## src/rtl/i2ct_pkg.sv

```systemverilog
package i2ct_pkg;
  localparam int BYTE_W = 8;
  localparam int DEV_W  = 7;

  typedef enum logic [3:0] {
    ST_IDLE,
    ST_ADDR,
    ST_PTR,
    ST_WDATA,
    ST_ACK,
    ST_WR_WAIT,
    ST_RD_FETCH,
    ST_RD_SEND,
    ST_RD_MACK,
    ST_IGNORE
  } tgt_state_t;
endpackage

```

## src/rtl/i2ct_line_sync.sv

```systemverilog
module i2ct_line_sync #(
  parameter int LINES = 2,
  parameter int STAGES = 2,
  parameter logic [LINES-1:0] RST_VAL = '1
) (
  input  logic             clk,
  input  logic             rst,
  input  logic [LINES-1:0] din,
  output logic [LINES-1:0] dout
);
  genvar g;
  generate
    for (g = 0; g < LINES; g++) begin : g_line
      logic [STAGES-1:0] chain;
      always_ff @(posedge clk) begin
        if (rst) chain <= {STAGES{RST_VAL[g]}};
        else     chain <= {chain[STAGES-2:0], din[g]};
      end
      assign dout[g] = chain[STAGES-1];
    end
  endgenerate
endmodule

```

## src/rtl/i2ct_bus_events.sv

```systemverilog
module i2ct_bus_events (
  input  logic clk,
  input  logic rst,
  input  logic scl_s,
  input  logic sda_s,
  output logic scl_rise,
  output logic scl_fall,
  output logic start_det,
  output logic stop_det
);
  logic scl_q, sda_q;

  always_ff @(posedge clk) begin
    if (rst) begin
      scl_q <= 1'b1;
      sda_q <= 1'b1;
    end else begin
      scl_q <= scl_s;
      sda_q <= sda_s;
    end
  end

  // data edges only count as conditions while the clock stays high
  assign scl_rise  = scl_s & ~scl_q;
  assign scl_fall  = ~scl_s & scl_q;
  assign start_det = scl_s & scl_q & sda_q & ~sda_s;
  assign stop_det  = scl_s & scl_q & ~sda_q & sda_s;
endmodule

```

## src/rtl/i2ct_reg_ptr.sv

```systemverilog
module i2ct_reg_ptr #(
  parameter int PTR_W = 7
) (
  input  logic             clk,
  input  logic             rst,
  input  logic             load,
  input  logic [PTR_W-1:0] load_val,
  input  logic             inc,
  output logic [PTR_W-1:0] ptr
);
  always_ff @(posedge clk) begin
    if (rst)       ptr <= '0;
    else if (load) ptr <= load_val;
    else if (inc)  ptr <= ptr + 1'b1;   // natural wrap at the top
  end
endmodule

```

## src/rtl/i2c_regbank_target.sv

```systemverilog
module i2c_regbank_target
  import i2ct_pkg::*;
#(
  parameter logic [DEV_W-1:0] DEV_ADDR = 7'h2A,
  parameter int PTR_W = 7,
  parameter int SYNC_STAGES = 2
) (
  input  logic              clk,
  input  logic              rst,
  input  logic              scl_i,
  input  logic              sda_i,
  output logic              scl_oe,
  output logic              sda_oe,
  output logic              reg_req,
  output logic              reg_we,
  output logic [PTR_W-1:0]  reg_addr,
  output logic [BYTE_W-1:0] reg_wdata,
  input  logic              reg_ack,
  input  logic [BYTE_W-1:0] reg_rdata
);
  localparam int CNT_W = $clog2(BYTE_W + 1);
  localparam logic [CNT_W-1:0] CNT_FULL = CNT_W'(BYTE_W);
  localparam logic [CNT_W-1:0] CNT_LAST = CNT_W'(BYTE_W - 1);

  logic scl_s, sda_s;
  logic scl_rise, scl_fall, start_det, stop_det;
  logic [PTR_W-1:0] ptr;
  logic ptr_load, ptr_inc;

  tgt_state_t state, ack_next;
  logic [BYTE_W-1:0] rx, tx;
  logic [CNT_W-1:0]  bit_cnt;
  logic              mack;

  i2ct_line_sync #(.LINES(2), .STAGES(SYNC_STAGES), .RST_VAL(2'b11)) u_sync (
    .clk (clk),
    .rst (rst),
    .din ({scl_i, sda_i}),
    .dout({scl_s, sda_s})
  );

  i2ct_bus_events u_events (
    .clk      (clk),
    .rst      (rst),
    .scl_s    (scl_s),
    .sda_s    (sda_s),
    .scl_rise (scl_rise),
    .scl_fall (scl_fall),
    .start_det(start_det),
    .stop_det (stop_det)
  );

  assign ptr_load = (state == ST_PTR) && scl_fall && (bit_cnt == CNT_FULL)
                    && !start_det && !stop_det;
  assign ptr_inc  = reg_req && reg_ack;

  i2ct_reg_ptr #(.PTR_W(PTR_W)) u_ptr (
    .clk     (clk),
    .rst     (rst),
    .load    (ptr_load),
    .load_val(rx[PTR_W-1:0]),
    .inc     (ptr_inc),
    .ptr     (ptr)
  );

  always_ff @(posedge clk) begin
    if (rst) begin
      state     <= ST_IDLE;
      ack_next  <= ST_IDLE;
      scl_oe    <= 1'b0;
      sda_oe    <= 1'b0;
      reg_req   <= 1'b0;
      reg_we    <= 1'b0;
      reg_addr  <= '0;
      reg_wdata <= '0;
      rx        <= '0;
      tx        <= '0;
      bit_cnt   <= '0;
      mack      <= 1'b0;
    end else if (start_det) begin
      state   <= ST_ADDR;
      bit_cnt <= '0;
      scl_oe  <= 1'b0;
      sda_oe  <= 1'b0;
      reg_req <= 1'b0;
    end else if (stop_det) begin
      state   <= ST_IDLE;
      bit_cnt <= '0;
      scl_oe  <= 1'b0;
      sda_oe  <= 1'b0;
      reg_req <= 1'b0;
    end else begin
      case (state)
        ST_ADDR, ST_PTR, ST_WDATA: begin
          if (scl_rise && bit_cnt != CNT_FULL) begin
            rx      <= {rx[BYTE_W-2:0], sda_s};
            bit_cnt <= bit_cnt + 1'b1;
          end else if (scl_fall && bit_cnt == CNT_FULL) begin
            case (state)
              ST_ADDR: begin
                if (rx[BYTE_W-1:1] == DEV_ADDR) begin
                  sda_oe   <= 1'b1;
                  state    <= ST_ACK;
                  ack_next <= rx[0] ? ST_RD_FETCH : ST_PTR;
                end else begin
                  state <= ST_IGNORE;
                end
              end
              ST_PTR: begin
                sda_oe   <= 1'b1;
                state    <= ST_ACK;
                ack_next <= ST_WDATA;
              end
              default: begin
                state     <= ST_WR_WAIT;
                scl_oe    <= 1'b1;
                reg_req   <= 1'b1;
                reg_we    <= 1'b1;
                reg_addr  <= ptr;
                reg_wdata <= rx;
              end
            endcase
          end
        end

        ST_ACK: begin
          if (scl_fall) begin
            sda_oe  <= 1'b0;
            bit_cnt <= '0;
            state   <= ack_next;
            if (ack_next == ST_RD_FETCH) begin
              scl_oe   <= 1'b1;
              reg_req  <= 1'b1;
              reg_we   <= 1'b0;
              reg_addr <= ptr;
            end
          end
        end

        ST_WR_WAIT: begin
          if (reg_ack) begin
            reg_req  <= 1'b0;
            scl_oe   <= 1'b0;
            sda_oe   <= 1'b1;
            state    <= ST_ACK;
            ack_next <= ST_WDATA;
          end
        end

        ST_RD_FETCH: begin
          if (reg_ack) begin
            reg_req <= 1'b0;
            scl_oe  <= 1'b0;
            tx      <= reg_rdata;
            sda_oe  <= ~reg_rdata[BYTE_W-1];
            bit_cnt <= '0;
            state   <= ST_RD_SEND;
          end
        end

        ST_RD_SEND: begin
          if (scl_fall) begin
            if (bit_cnt == CNT_LAST) begin
              sda_oe <= 1'b0;
              state  <= ST_RD_MACK;
            end else begin
              tx      <= tx << 1;
              sda_oe  <= ~tx[BYTE_W-2];
              bit_cnt <= bit_cnt + 1'b1;
            end
          end
        end

        ST_RD_MACK: begin
          if (scl_rise) begin
            mack <= ~sda_s;
          end else if (scl_fall) begin
            if (mack) begin
              state    <= ST_RD_FETCH;
              scl_oe   <= 1'b1;
              reg_req  <= 1'b1;
              reg_we   <= 1'b0;
              reg_addr <= ptr;
            end else begin
              state <= ST_IGNORE;
            end
          end
        end

        default: ;
      endcase
    end
  end
endmodule

```

## config.mk

```make
export PLATFORM = sky130hd
export DESIGN_NAME = i2c_regbank_target
export DESIGN_NICKNAME = d
export VERILOG_FILES = /design/src/rtl/i2ct_pkg.sv /design/src/rtl/i2ct_line_sync.sv /design/src/rtl/i2ct_bus_events.sv /design/src/rtl/i2ct_reg_ptr.sv /design/src/rtl/i2c_regbank_target.sv
export SDC_FILE = /design/constraint.sdc
export NUM_CORES = 1
export LEC_CHECK = 0
export ABC_AREA = 1
export CAP_MARGIN = 25
export CORE_MARGIN = 5
export CORE_UTILIZATION = 25
export DETAILED_ROUTE_END_ITERATION = 6
export GPL_TIMING_DRIVEN = 1
export PLACE_DENSITY = 0.52
export SYNTH_ARGS = -nofsm -noshare
export SYNTH_HDL_FRONTEND = slang
export SYNTH_HIERARCHICAL = 1
export SYNTH_SLANG_ARGS = --single-unit
```

## constraint.sdc

```tcl
create_clock -name clk -period 3.1 [get_ports clk]
set_input_delay 0.62 -clock clk [delete_from_list [all_inputs] [get_ports clk]]
set_output_delay 0.62 -clock clk [all_outputs]
set_load 0.03 [all_outputs]
```

# Word-level counts from Yosys, hierarchy flattened
# Cells that the tools add are included.
# classes
add_sub_neg	2
n_eq_ne	39
n_mux	69
bitwise_logic	17
n_reduce_logical	33
# op_table
cell	count
two-way mux 7 bit	13
two-way mux 4 bit	20
inequality test 4 bit (second input constant)	10
AND reduction 10 bit	3
inequality test 2 bit (second input constant)	14
equality test 4 x 3 -> 1 bit (second input constant)	6
two-way mux 1 bit	24
case mux 4 bit (2 select lines)	3
case mux 4 bit (6 select lines)	1
case mux 7 bit (3 select lines)	1
AND reduction 6 bit	3
case mux 4 bit (4 select lines)	1
case mux 7 bit (2 select lines)	1
AND reduction 11 bit	1
inverter 1 bit	10
AND reduction 9 bit	1
equality test 4 x 2 -> 1 bit (second input constant)	2
equality test 4 bit (second input constant)	2
AND reduction 4 bit	2
AND reduction 8 bit	1
nonzero test 4 bit	2
nonzero test 8 bit	1
adder 7 x 1 -> 7 bit (second input constant)	1
bitwise AND 1 bit	7
18 further kinds	30
# totals
regBits	59
wordCells	177

# Depth between registers and ports, before layout
# Gate-level depths: netlist of the first run.
# depth
ltp_word	8
mapped_depth	15
mapped_depth_nobuf	13

# Cells and area by module
# Netlist of the first run, hierarchy kept.
# modules_own_cells
mod	instances	cells_each	area_each_um2	seq_area_each_um2
i2c_regbank_target	1	342	2324.7	900.9
i2ct_reg_ptr	1	56	424.2	140.1
i2ct_line_sync	1	15	131.4	80.1
i2ct_bus_events	1	16	92.6	40.0

# Worst setup path before layout of the first run
# OpenSTA, ideal clock, no wires.
# synth_path
path_kind	flip-flop to flip-flop
start	reg u_sync.g_line[1].chain[1]
end	reg state[2]
setup_time_ps	116
arrival_ps	1419
required_time_ps	2984
setup_slack_ps	1566
path_stages_with_launch	10
synth_period_minus_slack_ps	1534
cell_sequence	dfxtp_1 buf_4 nor2_1 inv_1 o211ai_1 nand2_1 nor2_2 nand2_2 o21ai_0 nor2_1
# synth_via
elab_chain_cells	5
word_cells_on_any_way	18
cone_classes	eq/ne (6); bitwise (8); reduce/logical (4)
# synth_lines
item	line_no	rtl
start, declared	i2ct_line_sync.sv:14	logic [STAGES-1:0] chain;
start signal, assigned	i2ct_line_sync.sv:16	if (rst) chain <= {STAGES{RST_VAL[g]}};
start signal, assigned	i2ct_line_sync.sv:17	else chain <= {chain[STAGES-2:0], din[g]};
inverter 1 bit *	i2ct_bus_events.sv:25	assign scl_fall = ~scl_s & scl_q;
bitwise AND 1 bit *	i2ct_bus_events.sv:25	
net scl_fall	i2c_regbank_target.sv:26	logic scl_rise, scl_fall, start_det, stop_det;
logical AND 1 bit	i2c_regbank_target.sv:98	end else if (scl_fall && bit_cnt == CNT_FULL) begin
inequality test 2 bit (no line)	-	
AND reduction 10 bit (no line) *	-	
end signal, assigned	i2c_regbank_target.sv:130	state <= ack_next;
end, declared	i2c_regbank_target.sv:30	tgt_state_t state, ack_next;
# Mark *: on every way through the listed nets, which the timed path passes. The rest lies on a longest branch.
# A chain may end at the register's enable or synchronous reset.

# Final worst setup path of the first run
# layout_path
start	reg u_sync.g_line[0].chain[1]
end	reg u_ptr.ptr[4]
# layout_via
elab_chain_cells	6
word_cells_on_any_way	9
cone_classes	mux (1); bitwise (3); reduce/logical (5)
# layout_lines
item	line_no	rtl
start, declared	i2ct_line_sync.sv:14	
start signal, assigned	i2ct_line_sync.sv:16	
start signal, assigned	i2ct_line_sync.sv:17	
inverter 1 bit *	i2ct_bus_events.sv:26	assign start_det = scl_s & scl_q & sda_q & ~sda_s;
bitwise AND 1 bit *	i2ct_bus_events.sv:26	
net start_det	i2c_regbank_target.sv:26	
zero test 1 bit *	i2c_regbank_target.sv:54	&& !start_det && !stop_det;
logical AND 1 bit * (2 in a row)	i2c_regbank_target.sv:54	
net ptr_load	i2c_regbank_target.sv:28	logic ptr_load, ptr_inc;
two-way mux 7 bit / nonzero test 2 bit (equally long branches)	-	
end signal, assigned	i2ct_reg_ptr.sv:13	else if (load) ptr <= load_val;
end signal, assigned	i2ct_reg_ptr.sv:14	else if (inc) ptr <= ptr + 1'b1;
end, declared	i2ct_reg_ptr.sv:9	output logic [PTR_W-1:0] ptr
# Marks and branches as above.

==> impl_metrics.tcl, run 1 <==
set metrics [dict create \
    maxSlewViolCount 0 \
    clock_power_share_pct 40.4 \
    routed_wl_um 7675 \
    p_seq_share_pct 32.2 \
    crit_path_end_kind "flip-flop" \
    ios 32 \
    cp-start-kind "flip-flop" \
    synthFlopType "dfxtp_1" \
    first_pass_iters 4 \
    hp-start "u_sync/g_line[0].chain[0]$_SDFF_PP1_" \
    dp_slack_ns 0.9531 \
    clockBufferDepth 2 \
    hold_buffers 0 \
    ys_seq_area_share_pct 39.06 \
    synth_common_cells "nand2_1 (99), dfxtp_1 (58), nor2_1 (57), inv_1 (45), a21oi_1 (31)" \
    final_cell_count_no_fill 610 \
    synth_fp_nets 445 \
    ir_worst_vdd_mv 0.2355 \
    synthArstFlopShare_pct 0 \
    grt_pass1_vias 2571 \
    cap_violations 0 \
    power_density_nw_per_um2 724.3 \
    hold_depth 2 \
    htree_levels 3 \
    setup_ws_ns 1.019 \
    ant_nets 0 \
    ys_ff_latch 58 \
    initial_core_util_pct 25.81 \
    intPower_mw 1.783 \
    ys_top_cells_by_area "dfxtp_1 (39%), nand2_1 (13%), nor2_1 (7.2%)" \
    dp.cells 594 \
    design.die.area_sq_um 14170 \
    portBuffers 31 \
    critical_path_class "reg -> reg" \
    hold_viol 0 \
    worstReg2RegEnd "u_ptr/ptr[4]$_SDFFE_PP0P_" \
    syn_avg_cell_area_sq_um 6.930 \
    finalNetCount 478 \
    switching_share_pct 34.06 \
    cts_resized 0 \
    whs_endpoint "u_sync/g_line[0].chain[1]$_SDFF_PP1_" \
    finalCritPeriodShare_pct 67.12 \
    grt_max_degree 26 \
    worst_slew_pin_slew_ns 0.7819 \
    synthDistinctLibCells 34 \
    coreArea_sq_um 11520 \
    dpl.hpwl_um 5807 \
    wl_per_cell_um 12.58 \
    cts-root-buf "clkbuf_16" \
    clock_latency_ns 0.33 \
    netSwitchingPower_mw 0.9207 \
    path_clk_slew_ns 0.06 \
    setup_violations 0 \
    die_h_um 119.0 \
    max_freq_mhz 480.6 \
    cp.required_ns 3.32 \
    hold_path.class "reg -> reg" \
    relSlewSlack_pct 47.68 \
    r2r_slack_ns 1.02 \
    synth_top_area_share_pct 39.06 \
    cp.arrival_ns 2.30 \
    cts_tree "built" \
    areaGrowthSynthToFinish_pct 25.55 \
    vias 2765 \
    cts_buffers 9 \
    pwr-share-comb_pct 27.4 \
    reg2reg_from "u_sync/g_line[0].chain[1]$_SDFF_PP1_" \
    cts_setup_buffers 0 \
    gp_congestion 0.8815 \
    path_max_fanout 8 \
    power_leakage_nw 1.592 \
    min_period_ns 2.081 \
    grt.total_usage_pct 10.93 \
    ys_warn_count 6 \
    diodes 0 \
    die_w_um 119.0 \
    tns_ns 0 \
    grt_pass1_wl_um 12690 \
    rsz0062_at_grt "false" \
    drt_iter0_drc 141 \
    drc 0 \
    antenna_found_initial 0 \
    status "complete, no violations" \
    yosysMostFrequentCell "nand2_1" \
    drive_above_1_share_pct 10.92 \
    vias_per_cell 4.533 \
    rr_worst_depth 11 \
    skew_ns 0.009080 \
    grt-ovfl-total 0 \
    fillCellCount 1271 \
    clock_sinks 58 \
    syn_area_sq_um 2973 \
    synth_top_area_cell "dfxtp_1" \
    crit_path_start "u_sync/g_line[0].chain[1]$_SDFF_PP1_" \
    synth-edff-count 0 \
    row_count 39 \
    synth_cells 429 \
]
## state kept, by name (all words and copies together), names as in the netlist
register and count:
reg_wdata 8, rx 8, reg_addr 7, tx 7, u_ptr/ptr 7, bit_cnt 4, state 4, u_sync/g_line.chain 4
ack_next 3, mack 1, reg_req 1, reg_we 1, sda_oe 1, u_events/scl_q 1, u_events/sda_q 1
## critical path, stage by stage (launching register included)
cell,delay [ns]
dfxtp_1,0.37
inv_1,0.07
nand2_1,0.06
nor2_1,0.07
nor2_4,0.22
nand3_1,0.16
nor2_1,0.63
inv_6,0.05
nand2_4,0.10
inv_2,0.05
o211ai_1,0.13
a21oi_2,0.08
## cell usage in the layout (no fill, tap or decap), drive strengths merged
cell | netlist | layout
o211ai | 4 | 4
o221ai | 2 | 2
nor3b | 1 | 1
nand3 | 25 | 25
o21bai | 3 | 3
clkinv | 0 | 1
clkinvlp | 0 | 2
bufinv | 0 | 2
clkbuf | 2 | 9
o21ai | 32 | 32
xor2 | 3 | 3
a21oi | 33 | 33
o22ai | 1 | 1
a31oi | 6 | 6
nand4 | 2 | 2
nand3b | 8 | 8
a22oi | 4 | 4
clkdlybuf4s50 | 0 | 31
inv | 51 | 53
dfxtp | 58 | 58
nor2 | 69 | 69
nor3 | 3 | 3
buf | 9 | 2
ha | 3 | 3
nand2 | 110 | 110
## stage by stage
step / instance area (sq um) / hold slack, ns / util (%) / total power [mW]
final: 3732 / 0.4081 / 32.41 / 2.703
after floorplan: 2973 / 0.3865 / - / 1.427
after CTS: 3732 / 0.4119 / 32.41 / 2.735
after global routing: 3732 / 0.4337 / 32.41 / 2.864
after global placement: 3406 / 0.3908 / 29.57 / 1.630
after detailed placement: 3406 / 0.3993 / 29.57 / 1.631
## how the worst max path moves through the flow
| stage | depth (start not counted) | to |
|---|---|---|
| 4_1_cts | 11 | u_ptr/ptr[4]$_SDFFE_PP0P_ |
| 5_1_grt | 13 | u_ptr/ptr[1]$_SDFFE_PP0P_ |
| 3_3_place_gp | 7 | u_ptr/ptr[4]$_SDFFE_PP0P_ |
| 3_5_place_dp | 7 | tx[5]$_SDFFE_PP0P_ |
| 2_1_floorplan | 9 | state[2]$_SDFFE_PP0P_ |
| 6_report | 11 | u_ptr/ptr[4]$_SDFFE_PP0P_ |
## logic make-up after synthesis
kind of cell	count (synthesis)	share of synthesized area, %
and+or+nand+nor	218	33.59
AOI/OAI and AO/OA	85	16.20
buffers and inverters	62	9.007
DFF	58	39.06
xor gates and xnor gates	3	0.8840
adders and majority gates	3	1.263
## routing by layer
metal / part of all wire [%] / track usage [%]
met5: 0 / 0
met4: 1.1 / 5.576
met2: 43 / 15.65
met1: 52 / 15.69
met3: 3.8 / 1.848
## power by group through the flow
stage               clock network [mW]  registers, mW  logic (mW)
floorplan                            0          0.933       0.495
global placement                     0          0.886       0.744
detailed placement                   0          0.888       0.742
CTS                               1.12          0.872       0.746
global route                      1.15          0.883       0.828
finish                            1.09          0.870       0.742
## layout make-up
| type | instances | area (sq um) | area share [%] |
|---|---|---|---|
| Inverter | 51 | 196.4 | 5.263 |
| Tap cell | 143 | 178.9 | 4.794 |
| Clock inverter | 7 | 101.3 | 2.715 |
| Timing Repair Buffer | 33 | 325.3 | 8.716 |
| Clock buffer | 9 | 225.2 | 6.034 |
| Multi-Input combinational cell | 309 | 1544 | 41.37 |
| Sequential cell | 58 | 1161 | 31.11 |
Note: power is estimated with default switching activity, not from simulation.
==> run 2: changes to the inputs <==
Settings changed: PLACE_DENSITY 0.52 to 0.53.
Clock period 3.1 ns to 1.8 ns, I/O delays scaled along.
==> run 2 against run 1 <==
Compared with the run above:
- first-iteration DRC count is 1.4% lower
- hold slack worse by 0.0016 ns
- sequential share of layout area is 0.82 points lower
- largest cell class unchanged
- clock power is 47% higher
- utilization is 0.99 points higher
- combinational power is 85% higher
- power is 65% higher
- register-to-register slack worse by 0.87 ns
- routed wire length is 0.76% higher
- clock skew is 0.0014 ns lower
- non-clock buffer count is 16 higher
==> impl_metrics.tcl, run 2 (synthesis results as in run 1) <==
set metrics [dict create \
    status "complete, no violations" \
    reg2reg_from "bit_cnt[0]$_SDFFE_PP0P_" \
    max_freq_mhz 571.2 \
    vias_per_cell 4.529 \
    r2r_slack_ns 0.15 \
    setup_ws_ns 0.04924 \
    diodes 0 \
    grt_pass1_wl_um 13000 \
    drc 0 \
    cpLargestDelayFamily "buffers and inverters" \
    design.die.area_sq_um 14170 \
    cts-root-buf "clkbuf_16" \
    worst_slew_pin_slew_ns 0.3600 \
    coreArea_sq_um 11520 \
    maxSlewViolCount 0 \
    drive_above_1_share_pct 14.97 \
    path_cells "clkdlybuf4s50_1" \
    grt.total_usage_pct 11.44 \
    cap_violations 0 \
    cp.required_ns 1.44 \
    crit_path_end_kind "primary output" \
    postLayoutCellArea_sq_um 3846 \
    max_stage_delay_ns 0.69 \
    top_regs "reg_wdata (8), rx (8)" \
    placed_area_sq_um 3543 \
    dp_slack_ns 0.003743 \
    final_cell_mix "nand2_1 (98), dfxtp_1 (55), nor2_1 (54)" \
    hold_viol 0 \
    cp.arrival_ns 1.39 \
    die_h_um 119.0 \
    finalCritPeriodShare_pct 97.26 \
    htree_levels 3 \
    layout_commonest_cell "nand2_1" \
    whs_endpoint "u_sync/g_line[0].chain[1]$_SDFF_PP1_" \
    setup_violations 0 \
    wl_per_cell_um 12.39 \
    vias 2826 \
    clock_sinks 58 \
    routed_wl_um 7733 \
    worstReg2RegEnd "state[3]$_SDFFE_PP0P_" \
    whs_ns 0.4066 \
    ir_worst_vdd_mv 0.3643 \
    dpl.hpwl_um 5805 \
    rsz0062_at_grt "true" \
    clock_latency_ns 0.33 \
    final_util_pct 33.40 \
    grt_pass1_vias 2751 \
    drt_iter0_drc 139 \
    final_cell_count_no_fill 624 \
    die_w_um 119.0 \
    min_period_ns 1.751 \
    total_power_mw 4.472 \
    gp_congestion 0.8761 \
    dp.cells 609 \
    rr_worst_depth 11 \
    antenna_found_initial 0 \
    first_pass_iters 4 \
    tns_ns 0 \
    critPathSlowestCell "clkdlybuf4s50_1" \
    ios 32 \
    ant_nets 0 \
    finalNetCount 494 \
    power_density_nw_per_um2 1163 \
    row_count 39 \
    initial_core_util_pct 25.81 \
    clockBufferDepth 2 \
    cts_tree "built" \
    cts_buffers 9 \
    skew_ns 0.007685 \
    portBuffers 31 \
    hold_buffers 0 \
    path_clk_slew_ns 0.05 \
    path_max_fanout 4 \
    hold_path.class "reg -> reg" \
    relSlewSlack_pct 75.89 \
    grt-ovfl-total 0 \
    cp-start-kind "flip-flop" \
    critical_path_class "reg -> out" \
    power_leakage_nw 1.683 \
    areaGrowthSynthToFinish_pct 29.38 \
    crit_buf_inv 1 \
    grt_max_degree 33 \
    hold_depth 2 \
    hp-start "u_sync/g_line[0].chain[0]$_SDFF_PP1_" \
]
-- run 2: metal layers --
metal	vias up	share of wire (%)	track usage, %
met5	-	0	0
met4	0	2.1	6.010
met3	10	5.3	3.318
met2	67	43	16.96
met1	1263	49	15.03
li1	1486	-	-
-- run 2: what timing repair did --
item / in CTS / in global routing
buffers inserted: 0 / 1
hold endpoints to repair: 0 / 0
endpoints found under the setup margin: 0 / 18
resized for setup: 0 / 11
-- run 2: cell type report --
class,count,area [sq um]
Fill cell,1236,7670
Tap cell,143,178.9
Sequential cell,58,1165
Multi-Input combinational cell,309,1559
Clock buffer,10,229.0
Timing Repair Buffer,49,473.0
Inverter,51,196.4
Clock inverter,4,45.04
-- run 2: worst reg2reg max path: stages (launching register included) --
cell,delay (ns)
dfxtp_1,0.33
inv_1,0.08
ha_1,0.14
nand2_1,0.07
nor2_2,0.12
nand2_1,0.10
nand2_2,0.12
nand2_1,0.10
nor2_4,0.16
nand2_2,0.10
o21ai_0,0.15
a21oi_1,0.05
-- run 2: how the worst max path moves through the flow --
stage | startpoint | endpoint | slack [ns] | cells after the start
6_report | reg_req$_SDFFE_PP0P_ | reg_req | 0.05 | 1
5_1_grt | u_events/scl_q$_SDFF_PP1_ | reg_addr[2]$_SDFFE_PP0P_ | -0.004 | 10
4_1_cts | reg_req$_SDFFE_PP0P_ | scl_oe | 0.02 | 1
3_5_place_dp | reg_ack | state[2]$_SDFFE_PP0P_ | 0.004 | 8
3_3_place_gp | reg_ack | state[2]$_SDFFE_PP0P_ | 0.05 | 8
2_1_floorplan | u_sync/g_line[1].chain[1]$_SDFF_PP1_ | state[2]$_SDFFE_PP0P_ | 0.27 | 9
-- run 2: power by group --
part | total (mW) | internal [mW] | switching [mW] | leakage [nW]
registers | 1.50 | 1.41 | 0.0914 | 0.471
logic | 1.37 | 0.504 | 0.867 | 1.07
clock network | 1.60 | 1.04 | 0.557 | 0.138
total | 4.47 | 2.96 | 1.52 | 1.68
==> run 3: changes to the inputs <==
Settings changed: CAP_MARGIN 25 to not set.
==> results of run 3 <==
Same layout as run 2: the final DEF is identical, and so are final timing and power.
